==> config.mk <==
export PLATFORM = sky130hd
export DESIGN_NAME = bcd_scan_display
export DESIGN_NICKNAME = d
export VERILOG_FILES = /design/src/rtl/scan_pkg.sv /design/src/rtl/scan_ctrl.sv /design/src/rtl/seg_decode.sv /design/src/rtl/scan_datapath.sv /design/src/rtl/bcd_scan_display.sv
export SDC_FILE = /design/constraint.sdc
export NUM_CORES = 1
export LEC_CHECK = 0
export ABC_AREA = 1
export BUFFER_PORTS_ARGS = -buffer_cell sky130_fd_sc_hd__buf_2
export CORE_ASPECT_RATIO = 0.9
export CORE_MARGIN = 3
export CORE_UTILIZATION = 49
export DETAILED_ROUTE_END_ITERATION = 8
export PLACE_DENSITY = 0.79
export SLEW_MARGIN = 20
export SYNTH_ARGS = -nofsm -noshare
export SYNTH_HDL_FRONTEND = slang
export SYNTH_SLANG_ARGS = --single-unit
==> constraint.sdc <==
create_clock -name clk -period 1.8 [get_ports clk]
set_input_delay 0.54 -clock clk [delete_from_list [all_inputs] [get_ports clk]]
set_output_delay 0.54 -clock clk [all_outputs]
set_load 0.005 [all_outputs]
==> src/rtl/scan_pkg.sv <==
package scan_pkg;

  typedef struct packed {
    logic load;
    logic firstSlot;
    logic lastSlot;
  } slot_strobe_t;

  localparam logic [6:0] SEG_ALL  = 7'b1111111;
  localparam logic [6:0] SEG_OFF  = 7'b0000000;
  localparam logic [6:0] SEG_ZERO = 7'b1111110;

  // a in bit 6 .. g in bit 0
  function automatic logic [6:0] fontOf(input logic [3:0] code);
    logic [6:0] pat;
    case (code)
      4'd0:    pat = SEG_ZERO;
      4'd1:    pat = 7'b0110000;
      4'd2:    pat = 7'b1101101;
      4'd3:    pat = 7'b1111001;
      4'd4:    pat = 7'b0110011;
      4'd5:    pat = 7'b1011011;
      4'd6:    pat = 7'b0011111;
      4'd7:    pat = 7'b1110000;
      4'd8:    pat = 7'b1111111;
      4'd9:    pat = 7'b1110011;
      default: pat = SEG_OFF;
    endcase
    return pat;
  endfunction

endpackage

==> src/rtl/scan_ctrl.sv <==
module scan_ctrl
  import scan_pkg::*;
#(
  parameter int NUM_DIGITS   = 6,
  parameter int DWELL_CYCLES = 50000,
  localparam int IDX_W  = (NUM_DIGITS > 1) ? $clog2(NUM_DIGITS) : 1,
  localparam int TICK_W = (DWELL_CYCLES > 1) ? $clog2(DWELL_CYCLES) : 1
) (
  input  logic             clk,
  input  logic             rst,
  output logic [IDX_W-1:0] slotIdx,
  output slot_strobe_t     strobes
);

  localparam logic [IDX_W-1:0]  LAST_IDX = IDX_W'(NUM_DIGITS - 1);
  localparam logic [TICK_W-1:0] TICK_MAX = TICK_W'(DWELL_CYCLES - 1);

  logic [TICK_W-1:0] tick;
  logic [IDX_W-1:0]  pendIdx;
  logic              boundary;

  assign boundary = (tick == TICK_MAX);

  always_ff @(posedge clk) begin
    if (rst) begin
      tick    <= '0;
      pendIdx <= LAST_IDX;
    end else if (boundary) begin
      tick    <= '0;
      pendIdx <= (pendIdx == '0) ? LAST_IDX : pendIdx - 1'b1;
    end else begin
      tick    <= tick + 1'b1;
    end
  end

  assign slotIdx           = pendIdx;
  assign strobes.load      = boundary;
  assign strobes.firstSlot = (pendIdx == LAST_IDX);
  assign strobes.lastSlot  = (pendIdx == '0);


  idx_range_chk: assert property (@(posedge clk) disable iff (rst)
    pendIdx <= LAST_IDX);


  wrap_to_msd_chk: assert property (@(posedge clk) disable iff (rst)
    strobes.load && strobes.lastSlot |=> strobes.firstSlot);


  slot_hold_chk: assert property (@(posedge clk) disable iff (rst)
    !strobes.load |=> $stable(pendIdx));

endmodule

==> src/rtl/seg_decode.sv <==
module seg_decode
  import scan_pkg::*;
(
  input  logic       en,
  input  logic       rbi,
  input  logic [3:0] code,
  output logic [6:0] seg,
  output logic       rbo
);

  always_comb begin
    if (!en && !rbi) begin
      seg = SEG_ALL;
      rbo = 1'b0;
    end else if (!en) begin
      seg = SEG_OFF;
      rbo = 1'b1;
    end else if (code == 4'd0) begin
      seg = rbi ? SEG_ZERO : SEG_OFF;
      rbo = rbi;
    end else begin
      seg = fontOf(code);
      rbo = 1'b1;
    end
  end

endmodule

==> src/rtl/scan_datapath.sv <==
module scan_datapath
  import scan_pkg::*;
#(
  parameter int NUM_DIGITS = 6,
  localparam int IDX_W  = (NUM_DIGITS > 1) ? $clog2(NUM_DIGITS) : 1,
  localparam int WORD_W = 4 * NUM_DIGITS
) (
  input  logic                  clk,
  input  logic                  rst,
  input  logic [WORD_W-1:0]     bcdWord,
  input  logic                  enable,
  input  logic                  lampTest,
  input  logic [IDX_W-1:0]      slotIdx,
  input  slot_strobe_t          strobes,
  output logic [6:0]            segOut,
  output logic [NUM_DIGITS-1:0] digitSel,
  output logic                  rboOut
);

  logic [3:0]            digit;
  logic [NUM_DIGITS-1:0] nextSel;
  logic                  rippleFf;
  logic                  chainIn;
  logic                  decEn;
  logic                  decRbi;
  logic [6:0]            decSeg;
  logic                  decRbo;
  logic [6:0]            segReg;
  logic [NUM_DIGITS-1:0] selReg;
  logic                  rboReg;

  always_comb begin
    digit   = 4'd0;
    nextSel = '0;
    for (int i = 0; i < NUM_DIGITS; i++) begin
      if (slotIdx == IDX_W'(i)) begin
        digit      = bcdWord[i*4 +: 4];
        nextSel[i] = 1'b1;
      end
    end
  end

  // ripple flag: cleared at top digit, forced at bottom digit
  always_comb begin
    if (strobes.lastSlot)       chainIn = 1'b1;
    else if (strobes.firstSlot) chainIn = 1'b0;
    else                        chainIn = rippleFf;
    decEn  = enable & ~lampTest;
    decRbi = lampTest ? 1'b0 : (enable ? chainIn : 1'b1);
  end

  seg_decode dec_i (
    .en   (decEn),
    .rbi  (decRbi),
    .code (digit),
    .seg  (decSeg),
    .rbo  (decRbo)
  );

  always_ff @(posedge clk) begin
    if (rst) begin
      segReg   <= SEG_OFF;
      selReg   <= '0;
      rboReg   <= 1'b0;
      rippleFf <= 1'b0;
    end else if (strobes.load) begin
      segReg   <= decSeg;
      selReg   <= nextSel;
      rboReg   <= decRbo;
      rippleFf <= decRbo;
    end
  end

  assign segOut   = segReg;
  assign digitSel = selReg;
  assign rboOut   = rboReg;


  sel_onehot_chk: assert property (@(posedge clk) disable iff (rst)
    $onehot0(selReg));


  seg_hold_chk: assert property (@(posedge clk) disable iff (rst)
    !strobes.load |=> $stable(segReg) && $stable(selReg));


  lamp_test_chk: assert property (@(posedge clk) disable iff (rst)
    strobes.load && lampTest |=> segReg == SEG_ALL && !rboReg);


  disable_blank_chk: assert property (@(posedge clk) disable iff (rst)
    strobes.load && !enable && !lampTest |=> segReg == SEG_OFF && rboReg);


  bad_code_chk: assert property (@(posedge clk) disable iff (rst)
    strobes.load && enable && !lampTest && digit > 4'd9
    |=> segReg == SEG_OFF && rboReg);


  lead_zero_chk: assert property (@(posedge clk) disable iff (rst)
    strobes.load && strobes.firstSlot && !strobes.lastSlot && enable
    && !lampTest && digit == 4'd0 |=> segReg == SEG_OFF && !rboReg);


  last_zero_chk: assert property (@(posedge clk) disable iff (rst)
    strobes.load && strobes.lastSlot && enable && !lampTest && digit == 4'd0
    |=> segReg == SEG_ZERO && rboReg);

endmodule

==> src/rtl/bcd_scan_display.sv <==
module bcd_scan_display
  import scan_pkg::*;
#(
  parameter int NUM_DIGITS   = 6,
  parameter int DWELL_CYCLES = 50000,
  localparam int IDX_W  = (NUM_DIGITS > 1) ? $clog2(NUM_DIGITS) : 1,
  localparam int WORD_W = 4 * NUM_DIGITS
) (
  input  logic                  clk,
  input  logic                  rst,
  input  logic [WORD_W-1:0]     bcdWord,
  input  logic                  enable,
  input  logic                  lampTest,
  output logic [6:0]            segOut,
  output logic [NUM_DIGITS-1:0] digitSel,
  output logic                  rboOut
);

  logic [IDX_W-1:0] slotIdx;
  slot_strobe_t     strobes;

  scan_ctrl #(
    .NUM_DIGITS   (NUM_DIGITS),
    .DWELL_CYCLES (DWELL_CYCLES)
  ) ctrl_i (
    .clk     (clk),
    .rst     (rst),
    .slotIdx (slotIdx),
    .strobes (strobes)
  );

  scan_datapath #(
    .NUM_DIGITS (NUM_DIGITS)
  ) dp_i (
    .clk      (clk),
    .rst      (rst),
    .bcdWord  (bcdWord),
    .enable   (enable),
    .lampTest (lampTest),
    .slotIdx  (slotIdx),
    .strobes  (strobes),
    .segOut   (segOut),
    .digitSel (digitSel),
    .rboOut   (rboOut)
  );

endmodule

## Yosys cells after proc, flatten, opt, wreduce, memory -nomap -nowiden

Memories as Yosys holds them, arrays and structs flattened.
Index checks and enable logic that the tools add are counted.

| storage, ports and cells | value |
|---|---|
| memory bits (writable) | 0 |
| memories | 1 |
| latch bits | 0 |
| register bits after elaboration | 33 |
| memory bits (read-only) | 112 |
| logic and storage cells | 46 |
| input bits | 28 |

Memories:

| memory | depth | width | read ports | clocked after Yosys merged registers in | wr ports | line | text |
|---|---|---|---|---|---|---|---|
| (name not given) | 16 | 7 | 1 | 0 | 0 | scan_pkg.sv:16 | `case (code)` |

| cells by class | value |
|---|---|
| divide/modulo/power cells | 0 |
| $add $sub $neg | 2 |
| shift-type cells | 0 |
| eq/ne operators | 6 |
| mux-type cells | 24 |
| magnitude comparators | 0 |
| bitwise gates (word level) | 2 |
| reduce and logical (&&, ||, !) cells | 6 |
| multiply operators | 0 |

Operators with widths:

| kind | number |
|---|---|
| $mux W7 | 4 |
| $mux W4 | 6 |
| $add A16 B1 Y16 const B | 1 |
| $eq A16 B16 Y1 const B | 1 |
| $mux W1 | 13 |
| $eq A3 B2 Y1 const B | 2 |
| $eq A3 B3 Y1 const B | 2 |
| $logic_not A4 Y1 | 1 |
| $eq A3 B1 Y1 const B | 1 |
| $logic_not A3 Y1 | 1 |
| $mux W3 | 1 |
| $sub A3 B1 Y3 const B | 1 |
| $logic_not A1 Y1 | 2 |
| $reduce_or A2 Y1 | 1 |
| $and A1 B1 Y1 | 1 |
| $logic_and A1 B1 Y1 | 1 |
| $not A1 Y1 | 1 |

## Logic depth before layout (Yosys ltp)

| logic depth | value |
|---|---|
| depth in word-level cells | 11 |
| depth in mapped cells | 16 |

## Modules after synthesis

From an unflattened synthesis, not the netlist that was laid out.

| unflattened totals | value |
|---|---|
| cells, all modules | 325 |
| area, all modules | 2123.3 µm² |

Modules (own cells, without submodules):

| module | cells an instance | area an instance (µm²) | instances |
|---|---|---|---|
| scan_ctrl | 154 | 1081.0 | 1 |
| scan_datapath | 115 | 752.0 | 1 |
| seg_decode | 56 | 290.3 | 1 |

## Worst setup path before layout

OpenSTA, ideal clock, no wires.

| path | value |
|---|---|
| kind | reg-to-reg |
| start | register ctrl_i.pendIdx[0] (netlist: ctrl_i.slotIdx[0]) |
| end | register dp_i.rippleFf |
| path buffers | 1 |
| path slack | -130 ps |
| stages on the path, launching flop included | 12 |
| required time | 1683 ps |
| arrival | 1813 ps |
| cells stage by stage | dfxtp_1 > buf_6 > nor2_2 > nand2_1 > or2_1 > a21boi_4 > ha_1 > nand4_2 > nor2_4 > nor2_1 > nor3_1 > nor2_1 |

| between the ends | value |
|---|---|
| cells in the longest elaborated chain, start to end | 11 |
| elaborated cells on any way between the ends | 22 |
| those cells by class | eq/ne (5); mux (13); reduce/logical (4) |

RTL lines:

| element | line | text |
|---|---|---|
| start: declaration | scan_ctrl.sv:19 | `logic [IDX_W-1:0] pendIdx;` |
| start signal: assignment | scan_ctrl.sv:30 | `pendIdx <= (pendIdx == '0) ? LAST_IDX : pendIdx - 1'b1;` |
| $logic_not A3 Y1 | scan_ctrl.sv:39, scan_datapath.sv:36 |  |
| $mux W4 (6 in series) | scan_datapath.sv:36 | `if (slotIdx == IDX_W'(i)) begin` |
| $logic_not A4 Y1 | seg_decode.sv:18 | `end else if (code == 4'd0) begin` |
| $mux W1 | seg_decode.sv:18 |  |
| $mux W1 | seg_decode.sv:15 | `end else if (!en) begin` |
| $mux W1 (*) | seg_decode.sv:12 | `if (!en && !rbi) begin` |
| end signal: assignment | scan_datapath.sv:70 | `rippleFf <= decRbo;` |
| end: declaration | scan_datapath.sv:22 | `logic rippleFf;` |

Every way passes the cells marked *; elsewhere a longest branch is shown, timed or not.
A chain may end at the register's enable or synchronous reset.

## Final worst setup path

| path | value |
|---|---|
| start | register ctrl_i.pendIdx[2] (netlist: ctrl_i.slotIdx[2]) |
| end | register dp_i.rippleFf |

The elaborated chain is that of the path after synthesis.

==> flow_summary.toml <==
[sta]
period_share_pct = 104.9
fmax_mhz = 529.5
setup_viol_count_final = 8
tightest_slew_ps = 349.8
rsz0062_at_grt = "true"
worst_slack_ps = -88.56
report.final.slew_viol_count = 0
finalCriticalPeriod_ps = 1889
slew_headroom_pct = 76.65
hold_viol_final = 0
skew_ps = 6.722
fin_tns_setup_ps = -551.0

[worst_setup_path]
slowest_delay_ps = 410
path_class = "flip-flop to flip-flop"
cp_slowest_cell = "dfxtp_4"
reg2reg_depth = 10
r2r_start = "ctrl_i.slotIdx[2]$_SDFFE_PP1P_"
crit_path_frequent_cell = "nor2_1"
start_kind = "flip-flop"
cp_cell_sequence = "buf_4 -> nand2_2 -> or2_4 -> a21boi_4 -> ha_4 -> nand4_4 -> nor2_4 -> nor2_1 -> nor3_1 -> nor2_1"
cp-end-kind = "flip-flop"
worstPathRequired_ps = 1980
arrival_ps = 2070
worstReg2RegEnd = "dp_i.rippleFf$_SDFFE_PP0P_"
cp_max_fo = 5
reg2reg_slack_ps = -90

[floorplan]
fp.dieArea_um2 = 4770
core_area_um2 = 3784
die_y_um = 65.82
ios = 42
start_util_pct = 51.49
num_rows = 21
die_w_um = 72.47

[logic_synthesis]
yosys_warnings = 0
netlist_area_um2 = 1948
postSynthCellCount = 288
ys.flop_type = "dfxtp_1"
synth_edf_count = 0
async_flop_share_pct = 0
synth_fp_nets = 323
synth-seq-cells = 33
synth.avg_cell_area_um2 = 6.764
seq_area_frac_synth_pct = 33.91
synth.distinct_cells = 32

[clock_tree]
clkLatencyLatePin_ps = 280
clkTransAtPathRegs_ps = 70
h-tree-depth = 2
cts_tree = "yes"
cts-buffers-inserted = 5
hold_buffers = 0
cts_root_buf = "clkbuf_8"
cts_sinks = 33
clockBufferDepth = 2

[drt]
wirelength_mm = 5.585
antenna_left = 0
routed-via-count = 2242
drt_first_iter_violations = 137
routed_via_density = 5.263
drcViolationCount = 0
avgRoutedWirePerCell_um = 13.11
drt_pass1_iterations = 6

[placed_design]
dpl_worst_slack_ps = -250.3
placed_area_um2 = 2474
portBuffers = 41
dp.cells = 404
gp_congestion = 0.8855
place_hpwl_mm = 3.733

[layout]
layoutNonFillerInstCount = 426
drive_above_1_share_pct = 44.47
ff_latch_area_um2 = 676.9
layout-area-overhead-vs-synth_pct = 48.62
multi_input_area_um2 = 1297
num-nets-final = 414
design_area_um2 = 2895
fillCellCount = 257
antenna_cells = 0

[global_routing]
grtUsageTotal_pct = 22.55
antenna_found_initial = 0
first_global_vias = 1955
gr-total-overflow = 0
grt_max_degree = 14
grt_pass1_wl_mm = 8.528

[power]
clkPwrFrac_pct = 44.0
intPower_mw = 1.264
p_comb_share_pct = 10.7
power_switching_uw = 366.0
swShare_pct = 22.45
pwr-share-seq_pct = 45.3
leakagePower_nw = 1.353
ir_worst_vdd_mv = 0.4784
power_density_nw_per_um2 = 563.0

[hold_path]
holdPathEnd = "dp_i.digitSel[4]$_SDFFE_PP0P_"
min_path_cells = 2
min_path_type = "flip-flop to flip-flop"
hold_path.startpoint = "dp_i.digitSel[4]$_SDFFE_PP0P_"

[flow_run]
drv_cap = 0

[outcome]
violations = "negative setup slack"
status = "complete, but fails checks"
-- worst max-delay path by stage --
| stage | startpoint | endpoint | slack (ps) | cells after the start |
|---|---|---|---|---|
| finish | ctrl_i.slotIdx[2]$_SDFFE_PP1P_ | dp_i.rippleFf$_SDFFE_PP0P_ | -90 | 10 |
| global route | ctrl_i.slotIdx[2]$_SDFFE_PP1P_ | dp_i.segOut[4]$_SDFFE_PP0P_ | -220 | 16 |
| CTS | ctrl_i.slotIdx[1]$_SDFFE_PP0P_ | dp_i.segOut[3]$_SDFFE_PP0P_ | -50 | 12 |
| detailed placement | bcdWord[1] | dp_i.rippleFf$_SDFFE_PP0P_ | -250 | 12 |
| global placement | bcdWord[1] | dp_i.rippleFf$_SDFFE_PP0P_ | -210 | 12 |
| floorplan | ctrl_i.slotIdx[0]$_SDFFE_PP1P_ | dp_i.rippleFf$_SDFFE_PP0P_ | -80 | 11 |
-- critical path: cells and delay by family (launching register included) --
kind            cells  cell delay (ps)
buf+inv             1              130
flops               1              410
fa+ha+maj           1              180
compound gates      1              230
simple gates        7              820
-- Yosys cell counts, drive strengths merged, types with 7 or more instances --
master	n	area share [%]
nand3	19	5.4
dfxtp	33	34
inv	41	7.9
nor3	10	2.8
nor2	35	8.2
a21oi	19	5.1
o21ai	24	6.7
ha	7	4.5
nand4	12	5.3
nand2	70	14
-- power by group through the flow --
stage               clock network (mW)  logic (mW)  registers [mW]
floorplan                            0      0.0827           0.755
global placement                     0       0.143           0.755
detailed placement                   0       0.145           0.755
CTS                              0.718       0.156           0.734
global route                     0.758       0.197           0.738
finish                           0.718       0.174           0.738
-- layout by cell type (no fill, tap or decap), types with 3 or more instances in the layout --
| cell | synthesis | routed |
|---|---|---|
| a31oi_1 | 3 | 3 |
| nor2_2 | 5 | 8 |
| nand2_1 | 69 | 60 |
| nor3_1 | 9 | 7 |
| dfxtp_1 | 33 | 28 |
| ha_1 | 7 | 3 |
| clkbuf_8 | 0 | 6 |
| ha_4 | 0 | 3 |
| buf_2 | 2 | 41 |
| nor2_4 | 2 | 6 |
| inv_1 | 31 | 27 |
| dfxtp_4 | 0 | 4 |
| nand3_2 | 2 | 7 |
| o21ai_0 | 19 | 16 |
| o21ai_1 | 4 | 7 |
| nand2_2 | 1 | 10 |
| buf_4 | 0 | 45 |
| nor2_1 | 28 | 21 |
| nand3_1 | 17 | 11 |
| nand4_1 | 9 | 9 |
| inv_2 | 10 | 12 |
| a21oi_1 | 18 | 14 |
| a21oi_2 | 1 | 5 |
-- per-stage QoR --
stage	hold slack, ps	utilization (%)	total power, mW
2_1_floorplan	417.5	-	0.8375
3_3_place_gp	428.2	65.38	0.8980
3_5_place_dp	437.0	65.38	0.9005
4_1_cts	450.8	71.00	1.608
5_1_grt	475.8	76.52	1.693
6_report	449.0	76.52	1.630
-- sequential cells by signal, indices dropped and copies added (netlist names) --
register and count:
ctrl_i.slotIdx 3, dp_i.rippleFf 1, dp_i.digitSel 6, ctrl_i.tick 16
dp_i.segOut 7
-- area by class of cell --
type,instances,share of cell area (%)
multi-input combinational,209,44.81
sequential,33,23.38
timing repair buffer,89,20.22
inverter,41,5.575
clock buffer,7,2.982
tap,46,1.988
clock inverter,1,1.037
-- metal layers --
metal | GRT usage (%) | wire length, um
met5 | 0 | 0
met4 | 3.917 | 60
met1 | 31.15 | 2527
met2 | 35.57 | 2700
met3 | 6.231 | 297
-- what timing repair did --
action                     CTS  global route
pin swaps                    8            17
setup endpoints to repair    8            30
buffers inserted             5             9
gates resized for setup     16            41
-- logic make-up (layout without fill, tap and decap cells) --
| family | Yosys count | count (layout) | share of synthesized area (%) |
|---|---|---|---|
| flops | 33 | 33 | 33.91 |
| buf+inv | 46 | 138 | 9.441 |
| simple gates | 153 | 153 | 37.64 |
| fa+ha+maj | 7 | 7 | 4.496 |
| compound gates | 49 | 49 | 14.52 |
(Power assumes the default switching activity.)
